--- src/rtl/stairstep_pkg.sv ---
package stairstep_pkg;

  // Structure of the stacked bridge: nine switches, twelve steps per period.
  localparam int SW_W   = 9;
  localparam int STEP_N = 12;
  localparam int IDX_W  = $clog2(STEP_N);
  localparam int TAB_W  = SW_W * STEP_N;

  typedef logic [SW_W-1:0]  gate_t;
  typedef logic [IDX_W-1:0] idx_t;
  typedef logic [TAB_W-1:0] table_t;

  // Row 11 first, row 0 last in the concatenation.
  localparam table_t DEFAULT_TABLE = {
    9'h08A, 9'h028, 9'h016, 9'h110, 9'h050, 9'h011,
    9'h050, 9'h110, 9'h016, 9'h028, 9'h08A, 9'h00E
  };

  // Step order with wrap from the last step back to the first.
  function automatic idx_t step_after(idx_t i);
    return (i == idx_t'(STEP_N - 1)) ? '0 : idx_t'(i + 1'b1);
  endfunction

  // Clocks per output step.
  function automatic int cycles_per_step(int clk_hz, int rate_hz);
    return clk_hz / rate_hz;
  endfunction

  // Row k of a packed table.
  function automatic gate_t pattern_at(table_t tab, idx_t i);
    return tab[int'(i) * SW_W +: SW_W];
  endfunction

endpackage

--- src/rtl/seq_clr_sync.sv ---
module seq_clr_sync #(
  parameter int STAGES = 2
) (
  input  logic clk,
  input  logic clr_n_i,
  output logic run_n_o
);

  logic [STAGES-1:0] sh_q;

  // Asynchronous assertion, release after STAGES rising edges.
  always_ff @(posedge clk or negedge clr_n_i) begin
    if (!clr_n_i) sh_q <= '0;
    else          sh_q <= {sh_q[STAGES-2:0], 1'b1};
  end

  assign run_n_o = sh_q[STAGES-1];

endmodule

--- src/rtl/seq_phase_timer.sv ---
module seq_phase_timer
  import stairstep_pkg::*;
#(
  parameter int STEP_CYC = 2560,
  parameter int DEAD_CYC = 1
) (
  input  logic clk,
  input  logic rst_n,
  output logic live_o,
  output logic dead_o,
  output idx_t idx_o,
  output idx_t nxt_idx_o,
  output logic ev_start_o,
  output logic ev_step_end_o,
  output logic ev_dead_end_o
);

  localparam int MAXC  = (STEP_CYC > DEAD_CYC) ? STEP_CYC : DEAD_CYC;
  localparam int CNT_W = $clog2(MAXC + 1);

  logic [CNT_W-1:0] cnt_q;
  logic             live_q;
  logic             dead_q;
  idx_t             idx_q;

  assign ev_start_o    = !live_q;
  assign ev_step_end_o = live_q && !dead_q && (cnt_q == CNT_W'(STEP_CYC - 1));
  assign ev_dead_end_o = dead_q && (cnt_q == CNT_W'(DEAD_CYC - 1));
  assign nxt_idx_o     = ev_dead_end_o ? step_after(idx_q) : idx_q;

  always_ff @(posedge clk or negedge rst_n) begin
    if (!rst_n) begin
      cnt_q  <= '0;
      live_q <= 1'b0;
      dead_q <= 1'b0;
      idx_q  <= '0;
    end else if (ev_start_o) begin
      live_q <= 1'b1;
      cnt_q  <= '0;
    end else if (ev_step_end_o) begin
      dead_q <= 1'b1;
      cnt_q  <= '0;
    end else if (ev_dead_end_o) begin
      dead_q <= 1'b0;
      idx_q  <= nxt_idx_o;
      cnt_q  <= '0;
    end else begin
      cnt_q  <= cnt_q + 1'b1;
    end
  end

  assign live_o = live_q;
  assign dead_o = dead_q;
  assign idx_o  = idx_q;

endmodule

--- src/rtl/seq_pattern_sel.sv ---
module seq_pattern_sel
  import stairstep_pkg::*;
#(
  parameter table_t TABLE = DEFAULT_TABLE
) (
  input  idx_t  idx_i,
  output gate_t pat_o
);

  localparam int ROWS = 1 << IDX_W;

  gate_t rows [ROWS];

  // Unused codes above the last step decode to all-off.
  for (genvar k = 0; k < ROWS; k++) begin : g_row
    if (k < STEP_N) begin : g_used
      assign rows[k] = TABLE[k*SW_W +: SW_W];
    end else begin : g_pad
      assign rows[k] = '0;
    end
  end

  assign pat_o = rows[idx_i];

endmodule

--- src/rtl/stairstep_gate_seq.sv ---
module stairstep_gate_seq
  import stairstep_pkg::*;
#(
  parameter int     CLK_HZ       = 1843200,
  parameter int     STEP_RATE_HZ = 720,
  parameter int     DEAD_CYC     = 1,
  parameter table_t PATTERN      = DEFAULT_TABLE
) (
  input  logic            clk,
  input  logic            clr_n,
  output logic [SW_W-1:0] gate_en,
  output logic [IDX_W-1:0] step_idx,
  output logic            dead_time
);

  localparam int STEP_CYC = cycles_per_step(CLK_HZ, STEP_RATE_HZ);

  // Named internal events, also observed by the bound checker.
  logic  run_n;
  logic  live;
  logic  dead;
  idx_t  idx;
  idx_t  nxt_idx;
  logic  ev_start;
  logic  ev_step_end;
  logic  ev_dead_end;
  gate_t pat_nxt;
  gate_t gate_q;

  seq_clr_sync #(.STAGES(2)) u_sync (
    .clk     (clk),
    .clr_n_i (clr_n),
    .run_n_o (run_n)
  );

  seq_phase_timer #(.STEP_CYC(STEP_CYC), .DEAD_CYC(DEAD_CYC)) u_timer (
    .clk           (clk),
    .rst_n         (run_n),
    .live_o        (live),
    .dead_o        (dead),
    .idx_o         (idx),
    .nxt_idx_o     (nxt_idx),
    .ev_start_o    (ev_start),
    .ev_step_end_o (ev_step_end),
    .ev_dead_end_o (ev_dead_end)
  );

  seq_pattern_sel #(.TABLE(PATTERN)) u_sel (
    .idx_i (nxt_idx),
    .pat_o (pat_nxt)
  );

  // Gate register: loaded on the same edges that move the phase timer.
  always_ff @(posedge clk or negedge run_n) begin
    if (!run_n)                        gate_q <= '0;
    else if (ev_start || ev_dead_end)  gate_q <= pat_nxt;
    else if (ev_step_end)              gate_q <= '0;
  end

  assign gate_en   = gate_q;
  assign step_idx  = idx;
  assign dead_time = dead;

endmodule

--- config.mk ---
export PLATFORM = sky130hd
export DESIGN_NAME = stairstep_gate_seq
export DESIGN_NICKNAME = d
export VERILOG_FILES = /design/src/rtl/stairstep_pkg.sv /design/src/rtl/seq_clr_sync.sv /design/src/rtl/seq_phase_timer.sv /design/src/rtl/seq_pattern_sel.sv /design/src/rtl/stairstep_gate_seq.sv
export SDC_FILE = /design/constraint.sdc
export NUM_CORES = 1
export LEC_CHECK = 0
export CELL_PAD_IN_SITES_DETAIL_PLACEMENT = 1
export CELL_PAD_IN_SITES_GLOBAL_PLACEMENT = 2
export CORE_ASPECT_RATIO = 0.6
export CORE_MARGIN = 3
export CORE_UTILIZATION = 33
export DETAILED_ROUTE_END_ITERATION = 6
export PLACE_DENSITY_LB_ADDON = 0.1
export SKIP_CTS_REPAIR_TIMING = 1
export SLEW_MARGIN = 15
export SYNTH_ARGS = -nofsm -noshare
export SYNTH_HDL_FRONTEND = slang
export SYNTH_SLANG_ARGS = --single-unit
--- constraint.sdc ---
create_clock -name clk -period 0.8 [get_ports clk]
set_input_delay 0.12 -clock clk [delete_from_list [all_inputs] [get_ports clk]]
set_output_delay 0.12 -clock clk [all_outputs]
set_load 0.02 [all_outputs]
Yosys cells after proc, flatten, opt, wreduce, memory -nomap -nowiden --
Memories as Yosys holds them, arrays and structs flattened. Cells that the tools add are included.
Word-level totals: memory bits (writable) 0, ROM bits 144, bits in latches 0, bits of input ports 2, word-level logic and storage cells 36, output and inout bits 14, memories kept 1, register bits 29
Memory list:
- (no name shown) | words 16, bits a word 9, read ports 1, clocked after memory_dff 0, wr ports 0, line seq_pattern_sel.sv:23 | assign pat_o = rows[idx_i];
Cells by class: reduce and logical (&&, ||, !) cells 11, $lt $le $gt $ge 1, $mul 0, mux-type cells 11, div/mod/pow operators 0, bitwise gates (word level) 2, equal/unequal tests 2, $add $sub $neg 2, shift operators 0
Operators by type and width (number):
- two-way mux 12 bit | 3
- two-way mux 9 bit | 4
- adder 12 x 1 -> 12 bit, second input constant | 1
- == test 12 bit, second input constant | 1
- zero test 12 bit | 1
- two-way mux 4 bit | 2
- greater-or-equal comparator 5 bit, second input constant | 1
- NOT 4 -> 5 bit | 1
- adder 4 x 1 -> 4 bit, second input constant | 1
- == test 4 bit, second input constant | 1
- nonzero test 2 bit | 2
- logical AND 1 bit | 3
- AND reduction 3 bit | 1
- zero test 1 bit | 2
- two-way mux 1 bit | 2
- AND reduction 2 bit | 1
- logical OR 1 bit | 1
- NOT 1 bit | 1

Longest topological paths before layout --
Gate-level depths: netlist (run 1).
word-level depth 8, depth in mapped cells 10, gate-level depth less buffers 9

By module --
Synthesis (run 1) repeated with hierarchy kept, for this count alone.
Second synthesis, totals: cells, all modules 168, area total of the unflattened synthesis 1629.1 um^2
Modules (own cells, without submodules):
- seq_phase_timer | seq. area each 450.4 um^2, instances 1, cells each 102, area each 947.2 um^2
- stairstep_gate_seq | seq. area each 225.2 um^2, instances 1, cells each 38, area each 422.9 um^2
- seq_pattern_sel | seq. area each 0.0 um^2, instances 1, cells each 25, area each 205.2 um^2
- seq_clr_sync | seq. area each 50.0 um^2, instances 1, cells each 3, area each 53.8 um^2

Worst setup path after synthesis (run 1) --
Ideal clock, no wire load.
path kind register -> register, from register u_timer.cnt_q[0], to register gate_q[7], in the netlist gate_en[7], library setup time 121 ps, stages on the path, launching flop included 10, clock period less this slack 2623 ps, path buffers 1, arrival time 2502 ps, slack -1823 ps, data required time 679 ps, cells stage by stage dfrtp_1 > inv_1 > ha_1 > or4b_1 > clkbuf_1 > nor3_4 > mux2_2 > ha_1 > mux2_2 > a22o_1
Between the ends: cells in the longest elaborated chain, start to end 8, elaborated cells on any way between the ends 12, those cells by class 1 x eq/ne; 4 x mux; 1 x bitwise; 5 x reduce/logical; 1 x memory
RTL lines:
- start, declared | line seq_phase_timer.sv:21 | logic [CNT_W-1:0] cnt_q;
- start signal, assigned | line seq_phase_timer.sv:48 | cnt_q <= cnt_q + 1'b1;
- zero test 12 bit | line seq_phase_timer.sv:28 | assign ev_dead_end_o = dead_q && (cnt_q == CNT_W'(DEAD_CYC - 1));
- logical AND 1 bit | line seq_phase_timer.sv:28
- two-way mux 4 bit | line seq_phase_timer.sv:29 | assign nxt_idx_o = ev_dead_end_o ? step_after(idx_q) : idx_q;
- via nxt_idx[0] | line stairstep_gate_seq.sv:23 | idx_t nxt_idx;
- NOT 4 -> 5 bit (not written as such) | line seq_pattern_sel.sv:23
- memory (16 x 9 bit)
- two-way mux 9 bit (not written as such) (2 in a row) | line seq_pattern_sel.sv:23
- two-way mux 9 bit | line stairstep_gate_seq.sv:56 | else if (ev_start || ev_dead_end) gate_q <= pat_nxt;
- end signal, assigned | line stairstep_gate_seq.sv:56
- end, declared | line stairstep_gate_seq.sv:28 | gate_t gate_q;
The timed path passes the listed nets, and every way through them passes these cells. The select of a mux whose other input is x is not followed. A chain may end at the register's enable or synchronous reset.

Worst setup path in the final report (run 1) --
from register u_timer.cnt_q[1], to register gate_q[4], in the netlist gate_en[4]
Between the ends: cells in the longest elaborated chain, start to end 8, elaborated cells on any way between the ends 12, those cells by class 1 x eq/ne; 4 x mux; 1 x bitwise; 5 x reduce/logical; 1 x memory
RTL lines (line):
- zero test 12 bit | seq_phase_timer.sv:28
- logical AND 1 bit | seq_phase_timer.sv:28
- two-way mux 4 bit | seq_phase_timer.sv:29
- NOT 4 -> 5 bit (not written as such) | seq_pattern_sel.sv:23
- memory (16 x 9 bit)
- two-way mux 9 bit (not written as such) (2 in a row) | seq_pattern_sel.sv:23
- two-way mux 9 bit | stairstep_gate_seq.sv:56
Parallel ways exist; a longest one is shown, timed or not. The select of a mux whose other input is x is not followed.

==> metrics, run 1 <==
Synth Register Bits=29; Via density=5.19; HP Class=reg2async; CTS tree=yes; # diodes=0; RSZ-0062 raised after global routing=yes; Top Ports=16; DR DRC count=0; Final Hold Viols=0; routed len/inst=around 19 um; layout cell share with drive strength beyond 1=52.0%; Slew Limit Fails=0; Synth cell types=40; setup violators final=40; synth warn=0; H-Tree Depth=2; clk sinks=29; Critical Path Max Stage Delay=roughly 0.48 ns; CP startpoint kind=flip-flop; TritonRoute pass-1 iters=4; Final Total Pwr=3.00 mW; Mean Syn Cell Area=between 10 and 15 um^2; final WL=5930 um; CP Data Required Time=a little over 1 ns; Max VDD drop=~1200 uV; slowest library cell on the worst path=or4b_4; DR iter-0 viols=70; Worst EP arrival=between 2 and 3 ns; Die Span X=about 96 um; die outline height=around 60 um; cells along the critical path=inv_2, ha_4, or4b_4, buf_4, buf_6, o41ai_1, a21oi_1, or3_1, a21oi_2; CP Capture Type=flip-flop; clk slew on worst S/H paths=around 0.060 ns; failing checks=setup timing; CTS Root Cell=clkbuf_8; synthesis-to-layout area growth=65.4%; number of nets in the layout=roughly 260; # fillers=507; Area after DPL=between 0.002 and 0.0025 mm^2; gr ovfl total=0; CTS Buf Count=5; PortBufs=15; max-cap viol count=0; vias in the first global route=roughly 1,500; row count=19; r2r setup slk=-1.72 ns; Primary FF master, synth=dfrtp_1; worst-path fanout max=3; GPL Wtd Cong=0.864; fin worst setup slack=-1.72 ns; run status=finished with violations; crit path kind=reg2reg; final instance area=0.00267 mm^2; post-DP HPWL=between 4000 and 5000 um; post-synthesis sequential area ratio=45.0%; fmax=397 MHz; Cells after Synth=158; Setup Skew=0.0101 ns; antenna viol nets, final=0; largest net degree at the start of global routing=24; Clock Path Buffers=2; first-pass GRT wire length=8530 um; core area=around 0.0046 mm^2; Worst-Skew Late Latency=between 0.2 and 0.3 ns; Mapped Area=0.00161 mm^2; final clock period utilization by the worst path=315%; initial antenna violation count=0; die area=between 0.005 and 0.006 mm^2; Vias=1,603; Synth async-reset ratio=100%; Max-slew headroom=between 60 and 70%; Period minus WS final=approximately 2.5 ns; worst-margin pin slew=0.485 ns; Pwr Density=1120 mW/mm^2; GRT Util Overall=about a fifth; initial core utilization=34.8%; LEAKAGE=1.23 nW; EDFF count, synth=0
-- path summary, 6_finish.rpt --
kind / depth (start not counted) / start / end
worst max-delay path: 9 / u_timer.cnt_q[1] / gate_en[4]
worst min-delay path: 0 / u_sync.sh_q[1] / gate_en[1]
worst max register to register: 9 / u_timer.cnt_q[1] / gate_en[4]
worst min register to register: 0 / u_sync.sh_q[1] / gate_en[1]
max in group asynchronous: 2 / clr_n / u_sync.sh_q[1]
min in group clk: 0 / u_sync.sh_q[0] / u_sync.sh_q[1]
-- flip-flops by register name, indices dropped and copies added, names as in the netlist --
register and flops:
gate_en 9, u_sync.sh_q 2, u_timer.cnt_q 12, u_timer.dead_o 1, u_timer.idx_o 4, u_timer.live_o 1
-- cells in the mapped netlist, drive strengths merged, types with 2 or more instances --
library cell / n / area share, %
nor4b: 3 / 1.6
and2: 2 / 0.78
a311oi: 2 / 1.1
nor2: 15 / 3.5
a32o: 3 / 1.9
a22o: 5 / 2.7
ha: 8 / 6.2
or4: 2 / 1.0
dfrtp: 29 / 45
nand4: 6 / 2.3
inv: 8 / 1.9
nand2: 10 / 2.3
mux2i: 3 / 1.9
nand3: 7 / 2.2
xnor2: 4 / 2.2
mux2: 5 / 3.5
nand2b: 2 / 0.78
clkbuf: 7 / 1.7
or4b: 3 / 1.9
xor2: 7 / 3.8
o31ai: 2 / 1.2
a21oi: 10 / 3.3
nor4: 2 / 0.78
-- final cells by class --
class,instances,area (um^2),share of cell area [%]
multi-input cells,115,991,37.2
repair buffers,87,758,28.5
clock inverters,1,5.00,0.188
flip-flops and latches,29,729,27.4
inverters,8,30.0,1.13
well taps,63,78.8,2.96
clock buffers,6,72.6,2.72
-- stage by stage --
stage	util, %	hold slack, ns	setup slack, ns	std cells	setup TNS, ns
4_1_cts	52.4	0.00111	-1.76	302	-46.28
3_5_place_dp	50.8	0.0804	-1.74	295	-41.41
2_1_floorplan	-	-0.176	-1.78	159	-34.03
5_1_grt	57.5	0.0952	-1.78	309	-43.50
3_3_place_gp	50.8	0.0848	-1.60	295	-39.27
6_report	57.5	0.0818	-1.72	309	-41.11
-- cell usage in the layout, fill, tap and decap left out, drive strengths merged, types with 2 or more instances in the layout --
master and n:
buf 85, dfrtp 29, nor2 15, a21oi 10, nand2 10, inv 8, ha 8, xor2 7
nand3 7, nand4 6, clkbuf 6, a22o 5, mux2 5, xnor2 4, a32o 3, or4b 3
nor4b 3, mux2i 3, nor4 2, a311oi 2, conb 2, or4 2, o31ai 2, nand2b 2
and2 2
-- worst max-delay path, delay by kind of cell (launching register included) --
family / cells / cell delay, ns
adders and majority gates: 1 / 0.12
DFF: 1 / 0.39
and+or+nand+nor: 2 / 0.90
buffers and inverters: 3 / 0.36
AOI/OAI and AO/OA: 3 / 0.68
-- report_power, final --
part	total, mW	switching, mW	internal [mW]
registers	1.51	0.0219	1.49
clock network	1.17	0.582	0.590
logic	0.312	0.148	0.163
-- per-layer routing --
layer | up-vias | wire length [um] | GRT usage (%)
met1 | 814 | 2770 | 32.1
li1 | 749 | - | -
met2 | 34 | 2770 | 27.4
met5 | - | 0 | 0
met3 | 6 | 302 | 4.65
met4 | 0 | 89 | 6.07
-- cell families after synthesis --
kind of cell	count (synthesis)	share of synthesized area, %
simple gates	59	21.1
flops	29	45.0
compound gates	27	12.5
buf+inv	15	3.57
xor+xnor	11	5.98
fa+ha+maj	8	6.21
mux	8	5.36
other cells	1	0.233
(Power assumes the default switching activity.)
==> run 2: changes to the inputs <==
Settings changed: CELL_PAD_IN_SITES_DETAIL_PLACEMENT 1 to not set, CELL_PAD_IN_SITES_GLOBAL_PLACEMENT 2 to not set, CORE_UTILIZATION 33 to 40, PLACE_DENSITY_LB_ADDON 0.1 to not set.
==> metrics, run 2 (synthesis gave the netlist of run 1 again) <==
Min Hold Slack=0.206 ns (+0.124 ns); vias in the first global route=1,412 (-8.8%); TritonRoute pass-1 iters=4 (unchanged); crit path kind=reg2reg; layout cell share with drive strength beyond 1=45.2% (-6.8 points); die outline height=55.2 um (-8.3%); TNS Setup=-38.38 ns (+2.73 ns); GR Layer Usage met3=5.18% (+0.52 points); Die Span X=87.9 um (-8.6%); routed len/inst=15.5 um (-19%); reg2reg path depth=8 (-1); synthesis-to-layout area growth=57.9%; commonest non-fill, non-tap cell in the layout=buf_4; Buf/Inv on CP=1 (-2); run status=finished with violations; number of nets in the layout=250 (-2.3%); failing checks=setup timing; Top Family by Delay on Critical Path=simple AND/OR/NAND/NOR gates; DR iter-0 viols=89 (+27%); Top Usage Layer GRT=met1; Max-slew headroom=63.9% (-3.4 points); CP startpoint kind=flip-flop; gr ovfl total=0 (unchanged); HP Class=reg2async; antenna viol nets, final=0 (unchanged); # diodes=0 (unchanged); Critical Path Max Stage Delay=0.48 ns (about the same); Slew Limit Fails=0 (unchanged); final instance area=0.00254 mm^2 (-4.5%); largest net degree at the start of global routing=28 (+17%); final clock period utilization by the worst path=312% (-3.3 points); max-cap viol count=0 (unchanged); initial antenna violation count=0 (unchanged); clk slew on worst S/H paths=0.06 ns (about the same); Worst-Skew Late Latency=0.27 ns (-0.02 ns); Vias=1,489 (-7.1%); Setup Skew=0.00659 ns (-0.00352 ns); CP Data Required Time=0.96 ns (-0.05 ns); LEAKAGE=1.18 nW (-4.2%); # fillers=310 (-39%); Period minus WS final=2.49 ns (-0.0264 ns); core area=0.00376 mm^2 (-19%); post-DP HPWL=3310 um (-18%); PortBufs=15 (unchanged); GRT Util Overall=19.4% (-1.1 points); fin worst setup slack=-1.69 ns (+0.0265 ns); DR DRC count=0 (unchanged); met2 Track Usage GR=28.2% (+0.87 points); Area after DPL=0.00230 mm^2 (-2.1%); CTS Buf Count=5 (unchanged); M1 GR Usage=28.8% (-3.3 points); clk sinks=29 (unchanged); first-pass GRT wire length=6930 um (-19%); FF-to-FF Start=u_timer.cnt_q[1]; Top Ports=16 (unchanged); slowest library cell on the worst path=or4b_4; fmax=401 MHz (+1.1%); final WL=4460 um (-25%); H-Tree Depth=2 (unchanged); GPL Wtd Cong=0.935 (+8.3%); setup violators final=40 (unchanged); r2r setup slk=-1.69 ns (+0.03 ns); worst-margin pin slew=0.542 ns (+0.0573 ns); fin cells=288 (-6.8%); worst-path fanout max=4 (+1); CTS tree=yes; CTS Root Cell=clkbuf_8; Biggest register=u_timer.cnt_q; Pwr Density=1170 mW/mm^2 (+4.4%); Final Hold Viols=0 (unchanged); Via density=5.17 (-0.34%); cells along the critical path=inv_1, ha_2, or4b_4, nor3_4, mux2_4, ha_4, or2_0, a32o_1; FF-to-FF End=gate_en[2]; max reg flops=12 (unchanged); Final Total Pwr=2.99 mW (-0.33%); Clock Path Buffers=2 (unchanged); die area=0.00485 mm^2 (-16%); initial core utilization=42.8% (+8.0 points); Max VDD drop=1180 uV (-2.4%); placed cells=275 (-6.8%); row count=17 (-2); commonest non-fill, non-tap cells in the layout=buf_4 (56), dfrtp_1 (26), buf_6 (21); RSZ-0062 raised after global routing=yes; Worst EP arrival=2.65 ns (-0.08 ns); CP Capture Type=flip-flop
run 2: changes by cell type in the layout (fill, tap and decap cells not counted), moves of 2 or more:
cell     delta
buf_4       -4
nand2_1     +3
ha_4        -2
inv_1       +2
inv_2       -2
nand2_2     -2
run 2: stage by stage:
stage               util (%)  setup slack, ns
floorplan                  -            -1.78
global route            67.6            -1.77
global placement        61.2            -1.59
finish                  67.6            -1.69
detailed placement      61.2            -1.66
CTS                     63.6            -1.68
run 2: metal layers:
layer	routed length, um	up-vias	part of all wire, %
li1	-	732	-
met1	2350	726	53
met2	1880	24	42
met3	183	7	4.1
met4	38	0	0.85
met5	0	-	0
run 2: final cells by class:
class,instances,area (um^2),share of cell area (%)
clock buffer,8,90.1,3.54
timing repair buffer,80,697,27.4
inverter,8,30.0,1.18
tap,47,58.8,2.31
multi-input combinational,116,940,36.9
sequential,29,729,28.7
run 2: where the power goes:
group          internal (mW)  total, mW  switching [mW]
Clock                  0.701       1.24           0.539
Combinational          0.115      0.240           0.125
Sequential              1.49       1.51          0.0160
run 2: how the worst max path moves through the flow:
stage / endpoint / startpoint / cells after the start / slack [ns]
6_report: gate_en[2] / u_timer.cnt_q[1] / 8 / -1.69
5_1_grt: gate_en[2] / u_timer.cnt_q[0] / 8 / -1.77
4_1_cts: gate_en[2] / u_timer.cnt_q[4] / 6 / -1.68
3_5_place_dp: gate_en[2] / u_timer.cnt_q[0] / 8 / -1.66
3_3_place_gp: gate_en[2] / u_timer.cnt_q[0] / 8 / -1.59
2_1_floorplan: gate_en[7] / u_timer.cnt_q[0] / 8 / -1.78
